File: src/rtl/gpr_pkg.sv
package gpr_pkg;
  localparam int XLEN = 64;

  typedef enum logic [2:0] {
    OP_PLAIN = 3'd0,
    OP_ZEXT  = 3'd1,
    OP_SEXT  = 3'd2,
    OP_CVT   = 3'd3,
    OP_PUSH  = 3'd4,
    OP_POP   = 3'd5
  } gpr_op_e;

  typedef enum logic [1:0] {
    SZ_B1 = 2'd0,
    SZ_B2 = 2'd1,
    SZ_B4 = 2'd2,
    SZ_B8 = 2'd3
  } gpr_size_e;
endpackage

File: src/rtl/gpr_shaper.sv
module gpr_shaper
  import gpr_pkg::*;
(
  input  logic [XLEN-1:0] old_i,
  input  logic [XLEN-1:0] data_i,
  input  gpr_size_e       dst_i,
  input  gpr_size_e       src_i,
  input  gpr_op_e         op_i,
  output logic [XLEN-1:0] val_o
);
  logic [XLEN-1:0] ext;
  logic            sgn;

  always_comb begin
    ext = data_i;
    sgn = 1'b0;
    if (op_i == OP_ZEXT || op_i == OP_SEXT) begin
      unique case (src_i)
        SZ_B1: sgn = data_i[7];
        SZ_B2: sgn = data_i[15];
        SZ_B4: sgn = data_i[31];
        default: sgn = data_i[63];
      endcase
      if (op_i == OP_ZEXT) sgn = 1'b0;
      unique case (src_i)
        SZ_B1: ext = {{56{sgn}}, data_i[7:0]};
        SZ_B2: ext = {{48{sgn}}, data_i[15:0]};
        SZ_B4: ext = {{32{sgn}}, data_i[31:0]};
        default: ext = data_i;
      endcase
    end
  end

  // narrow writes merge, 4-byte clears upper half
  always_comb begin
    unique case (dst_i)
      SZ_B1: val_o = {old_i[63:8], ext[7:0]};
      SZ_B2: val_o = {old_i[63:16], ext[15:0]};
      SZ_B4: val_o = {32'b0, ext[31:0]};
      default: val_o = ext;
    endcase
  end
endmodule

File: src/rtl/gpr_stack.sv
module gpr_stack
  import gpr_pkg::*;
#(
  parameter int SLOT = 8
) (
  input  logic [XLEN-1:0] sp_i,
  input  logic            push_i,
  input  logic            pop_i,
  output logic [XLEN-1:0] addr_o,
  output logic [XLEN-1:0] sp_next_o
);
  localparam logic [XLEN-1:0] STEP = XLEN'(SLOT);
  logic [XLEN-1:0] dec;

  assign dec = sp_i - STEP;

  always_comb begin
    addr_o    = sp_i;
    sp_next_o = sp_i;
    if (push_i) begin
      addr_o    = dec;
      sp_next_o = dec;
    end else if (pop_i) begin
      sp_next_o = sp_i + STEP;
    end
  end
endmodule

File: src/rtl/gpr_rd_port.sv
module gpr_rd_port
  import gpr_pkg::*;
#(
  parameter int NREG = 16,
  localparam int AW  = $clog2(NREG)
) (
  input  logic [NREG-1:0][XLEN-1:0] regs_i,
  input  logic [AW-1:0]             addr_i,
  input  logic                      wr_hit_en_i,
  input  logic [AW-1:0]             wr_idx_i,
  input  logic [XLEN-1:0]           wr_val_i,
  output logic [XLEN-1:0]           data_o
);
  assign data_o = (wr_hit_en_i && wr_idx_i == addr_i) ? wr_val_i : regs_i[addr_i];
endmodule

File: src/rtl/gpr_file.sv
module gpr_file
  import gpr_pkg::*;
#(
  parameter int NREG    = 16,
  parameter int SP_IDX  = 4,
  parameter int ACC_IDX = 0,
  parameter int SLOT    = 8,
  localparam int AW     = $clog2(NREG)
) (
  input  logic            clk_i,
  input  logic            rst_ni,
  input  logic [AW-1:0]   rd_a_addr_i,
  output logic [XLEN-1:0] rd_a_data_o,
  input  logic [AW-1:0]   rd_b_addr_i,
  output logic [XLEN-1:0] rd_b_data_o,
  input  logic            wr_en_i,
  input  logic [2:0]      wr_op_i,
  input  logic [AW-1:0]   wr_addr_i,
  input  logic [XLEN-1:0] wr_data_i,
  input  logic [1:0]      wr_size_i,
  input  logic [1:0]      wr_src_i,
  output logic [XLEN-1:0] stk_addr_o,
  output logic [XLEN-1:0] stk_sp_o
);
  localparam int NRD = 2;

  logic [NREG-1:0][XLEN-1:0] regs_q;
  gpr_op_e         op;
  logic [XLEN-1:0] shaped, sp_next, acc_cvt;
  logic            we;
  logic [AW-1:0]   w_idx;
  logic [XLEN-1:0] w_val;
  logic            ok_q;

  assign op = gpr_op_e'(wr_op_i);

  gpr_shaper u_shape (
    .old_i  (regs_q[wr_addr_i]),
    .data_i (wr_data_i),
    .dst_i  (gpr_size_e'(wr_size_i)),
    .src_i  (gpr_size_e'(wr_src_i)),
    .op_i   (op),
    .val_o  (shaped)
  );

  gpr_stack #(.SLOT(SLOT)) u_stack (
    .sp_i      (regs_q[SP_IDX]),
    .push_i    (wr_en_i && op == OP_PUSH),
    .pop_i     (wr_en_i && op == OP_POP),
    .addr_o    (stk_addr_o),
    .sp_next_o (sp_next)
  );
  assign stk_sp_o = sp_next;

  assign acc_cvt = {{32{regs_q[ACC_IDX][31]}}, regs_q[ACC_IDX][31:0]};

  always_comb begin
    we    = wr_en_i;
    w_idx = wr_addr_i;
    w_val = shaped;
    unique case (op)
      OP_PLAIN, OP_ZEXT, OP_SEXT: ;
      OP_CVT: begin
        w_idx = AW'(ACC_IDX);
        w_val = acc_cvt;
      end
      OP_PUSH, OP_POP: begin
        w_idx = AW'(SP_IDX);
        w_val = sp_next;
      end
      default: we = 1'b0;
    endcase
  end

  for (genvar g = 0; g < NREG; g++) begin : g_reg
    always_ff @(posedge clk_i or negedge rst_ni) begin
      if (!rst_ni)                       regs_q[g] <= '0;
      else if (we && w_idx == AW'(g))    regs_q[g] <= w_val;
    end
  end

  logic [NRD-1:0][AW-1:0]   rd_addr;
  logic [NRD-1:0][XLEN-1:0] rd_data;
  assign rd_addr = {rd_b_addr_i, rd_a_addr_i};

  for (genvar p = 0; p < NRD; p++) begin : g_rd
    gpr_rd_port #(.NREG(NREG)) u_rd (
      .regs_i      (regs_q),
      .addr_i      (rd_addr[p]),
      .wr_hit_en_i (we),
      .wr_idx_i    (w_idx),
      .wr_val_i    (w_val),
      .data_o      (rd_data[p])
    );
  end
  assign rd_a_data_o = rd_data[0];
  assign rd_b_data_o = rd_data[1];

  always_ff @(posedge clk_i or negedge rst_ni) begin
    if (!rst_ni) ok_q <= 1'b0;
    else         ok_q <= 1'b1;
  end

  assert_rd_bypass_R10: assert property (@(posedge clk_i) disable iff (!rst_ni)
    ok_q |=> $past(rd_a_data_o) == regs_q[$past(rd_a_addr_i)]);

  assert_narrow_keep_R3: assert property (@(posedge clk_i) disable iff (!rst_ni)
    (ok_q && wr_en_i && op == OP_PLAIN && wr_size_i == 2'd0)
    |=> regs_q[$past(wr_addr_i)][63:8] == $past(regs_q[wr_addr_i][63:8]));

  assert_half_clear_R4: assert property (@(posedge clk_i) disable iff (!rst_ni)
    (ok_q && wr_en_i && op == OP_PLAIN && wr_size_i == 2'd2)
    |=> regs_q[$past(wr_addr_i)][63:32] == 32'b0);

  assert_push_addr_R8: assert property (@(posedge clk_i) disable iff (!rst_ni)
    (ok_q && wr_en_i && op == OP_PUSH) |=> regs_q[SP_IDX] == $past(stk_addr_o));

  assert_pop_step_R9: assert property (@(posedge clk_i) disable iff (!rst_ni)
    (ok_q && wr_en_i && op == OP_POP)
    |=> regs_q[SP_IDX] - XLEN'(SLOT) == $past(stk_addr_o));

  assert_cvt_sign_R7: assert property (@(posedge clk_i) disable iff (!rst_ni)
    (ok_q && wr_en_i && op == OP_CVT)
    |=> regs_q[ACC_IDX][63:32] == {32{$past(regs_q[ACC_IDX][31])}});

  assert_idle_hold_R11: assert property (@(posedge clk_i) disable iff (!rst_ni)
    (ok_q && !wr_en_i) |=> regs_q == $past(regs_q));
endmodule

File: config.mk
export PLATFORM = sky130hd
export DESIGN_NAME = gpr_file
export DESIGN_NICKNAME = d
export VERILOG_FILES = /design/src/rtl/gpr_pkg.sv /design/src/rtl/gpr_shaper.sv /design/src/rtl/gpr_stack.sv /design/src/rtl/gpr_rd_port.sv /design/src/rtl/gpr_file.sv
export SDC_FILE = /design/constraint.sdc
export NUM_CORES = 2
export LEC_CHECK = 0
export BUFFER_PORTS_ARGS = -buffer_cell sky130_fd_sc_hd__buf_2
export CORE_AREA = 2 2 386 388
export CTS_CLUSTER_DIAMETER = 200
export DETAILED_ROUTE_END_ITERATION = 8
export DIE_AREA = 0 0 388 390
export PLACE_DENSITY = 0.59
export SLEW_MARGIN = 20
export SYNTH_ARGS = -nofsm -noshare
export SYNTH_HDL_FRONTEND = slang
export SYNTH_SLANG_ARGS = --single-unit
File: constraint.sdc
create_clock -name clk_i -period 8.8 [get_ports clk_i]
set_clock_uncertainty 0.05 [all_clocks]
set_input_delay 1.76 -clock clk_i [delete_from_list [all_inputs] [get_ports clk_i]]
set_output_delay 1.76 -clock clk_i [all_outputs]
set_load 0.01 [all_outputs]
==> results_dict.tcl <==
set metrics [dict create \
    p_int_mw 11.5 \
    io_pins 342 \
    reg2reg_depth 7 \
    multiInputGateArea_um2 37400 \
    cp.depth 9 \
    grt_max_degree 166 \
    synthAdderAreaFrac 0.00114 \
    whs_ps 447 \
    clk_pin_slew_ps 60 \
    path_delay_family "simple AND/OR/NAND/NOR gates" \
    min_path_cells 2 \
    worstSetupPathType "input port to output port" \
    core_um2 147000 \
    dr.pass1.iters 5 \
    antenna_found_initial 21 \
    setup_viol 0 \
    switching_share 0.348 \
    syn_avg_cell_area_um2 10.9 \
    dp_hpwl_um 161000 \
    end_kind "output port" \
    post-route-drc-count 0 \
    yosysSeqAreaShare 0.390 \
    avgRoutedWirePerCell_um 31.6 \
    htree_num_levels 3 \
    outcome "completed" \
    synth_cell_type_count 93 \
    synth_edf_count 0 \
    crit_chain "buf_2 -> nor4bb_4 -> nand2_1 -> or3_1 -> nor4_2 -> or3_1 -> o21ai_2 -> o31ai_1 -> buf_2" \
    critical_path.max_fanout 17 \
    vias 53900 \
    cpPeakStageDelay_ps 830 \
    clock-sinks 1024 \
    clockBufferDepth 3 \
    synth_top_family_by_area "multiplexers" \
    synthSimpleGateAreaFrac 0.112 \
    arrival_ps 5740 \
    synthMuxAreaShare 0.305 \
    numCtsBuffers 119 \
    post-place-cells 7818 \
    yosys_warnings 0 \
    synth-compound-area-share 0.131 \
    fin_crit_sh 0.857 \
    clock_latency_ps 790 \
    grt-ovfl-total 0 \
    synth-xor-area-share 0.0173 \
    synthesis.area_um2 65700 \
    fp.dieW_um 388 \
    p_sw_mw 6.16 \
    worst_slack_ps 1250 \
    cp-start-kind "input port" \
    comb_power_share 0.305 \
    min_path_type "register to register" \
    stdcell_count 8050 \
    register_area_um2 25600 \
    ant_nets 0 \
    synthCells 6017 \
    fin_util 0.498 \
    wl_um 255000 \
    post_cts_buffers 0 \
    final_cell_area_um2 73300 \
    relSlewSlack 0.210 \
    p_clk_frac 0.297 \
    ys_seq_elements 1024 \
    track_usage 0.336 \
    vdd_drop_max_uv 198 \
    power_density_nw_per_um2 242 \
    cts-root-buf "clkbuf_16" \
    period_minus_slack_ps 7550 \
    finalNetCount 6104 \
    synth_nets 6109 \
    leakage_nw 30.2 \
    die_h_um 390 \
    grt_pass1_vias 52600 \
    area_growth_pct 11.5 \
    rsz0062_at_grt "false" \
    crit_buf_inv 2 \
    n_fill_cell 13400 \
    cts_hold_buf 0 \
    cap_violations 0 \
    synthArstFlopShare 1.00 \
    tritoncts "done" \
    seqPwrFrac 0.397 \
    slew_viol_final 0 \
    mostFrequentLayoutCells "1024 x dfrtp_1, 982 x nand2_1, 810 x mux4_2" \
    layout-drive-gt1-share 0.282 \
    crit_required_ps 6990 \
    ctsResizeCount 0 \
    layout_commonest_cell "dfrtp_1" \
    drt-initial-drc-count 6519 \
    setup-tns-final_ps 0 \
    max_freq_mhz 133 \
    place.gp.congestion 0.936 \
    place_ws_ps 1150 \
    grt_pass1_wl_um 371000 \
    avgViaCountPerCell 6.70 \
    die_area_um2 151000 \
    timing_hold_violations_final 0 \
    dpl_cell_area_um2 69100 \
    synthFlopType "dfrtp_1" \
    rows 141 \
    fin_total_pwr_mw 17.7 \
    cp_slowest_cell "nor4bb_4" \
    port_buffers 341 \
    initial_utilization 0.447 \
    tightest_slew_ps 1170 \
]
## layout make-up
cell class / instances / area share
Tap cell: 1930 / 0.0330
Sequential cell: 1024 / 0.350
Timing Repair Buffer: 529 / 0.0486
Multi-Input combinational cell: 4316 / 0.511
Inverter: 22 / 0.00114
Clock buffer: 164 / 0.0469
Clock inverter: 59 / 0.00946
Antenna cell: 6 / 0.000205
## per-layer routing
layer	track usage	vias up	share of wire
met5	0	-	0.00095
met4	0.142	26	0.049
met3	0.117	671	0.13
met2	0.496	3276	0.44
met1	0.450	27500	0.38
li1	-	22500	-
## worst paths after layout
kind / startpoint / slack [ps] / end
worst min-delay path: regs_q[964] / 450 / regs_q[964]
worst min register to register: regs_q[964] / 450 / regs_q[964]
worst max register to register: regs_q[274] / 4500 / regs_q[1011]
min in group asynchronous: rst_ni / 970 / regs_q[874]
worst max-delay path: wr_op_i[2] / 1250 / rd_a_data_o[53]
max in group asynchronous: rst_ni / 5650 / regs_q[118]
## sequential cells by signal, indices dropped and copies added, names as in the netlist
signal and cells:
regs_q 992, acc_cvt 32
## cells by family after synthesis
family	Yosys count
DFF	1024
adders and majority gates	6
muxes	983
buffers and inverters	677
and+or+nand+nor	1684
xor gates and xnor gates	121
AOI/OAI and AO/OA	1522
## tightest hold or removal path, cell delays in order, from the launching register on
cell     delay [ps]
dfrtp_1         350
nand2_1          50
o21ai_0          60
## synthesized netlist by cell type (77+ instances only)
| library cell | n | area [um2] |
|---|---|---|
| dfrtp_1 | 1024 | 25600 |
| nand2_1 | 991 | 3720 |
| mux4_2 | 810 | 18200 |
| o21ai_0 | 710 | 3550 |
| clkbuf_1 | 427 | 1600 |
| a21oi_1 | 380 | 1900 |
| nor2_1 | 362 | 1360 |
| o21ai_1 | 181 | 906 |
| mux2i_1 | 135 | 1350 |
| buf_2 | 112 | 561 |
| buf_1 | 78 | 293 |
| xnor2_1 | 77 | 674 |
## power by group through the flow
stage / Sequential [mW] / Clock (mW) / Combinational (mW)
2_1_floorplan: 6.54 / 0 / 3.89
3_3_place_gp: 6.97 / 0 / 5.24
3_5_place_dp: 7.06 / 0 / 5.33
4_1_cts: 6.99 / 5.32 / 5.34
5_1_grt: 7.20 / 5.50 / 5.79
6_report: 7.03 / 5.26 / 5.40
(Power assumes the default switching activity.)
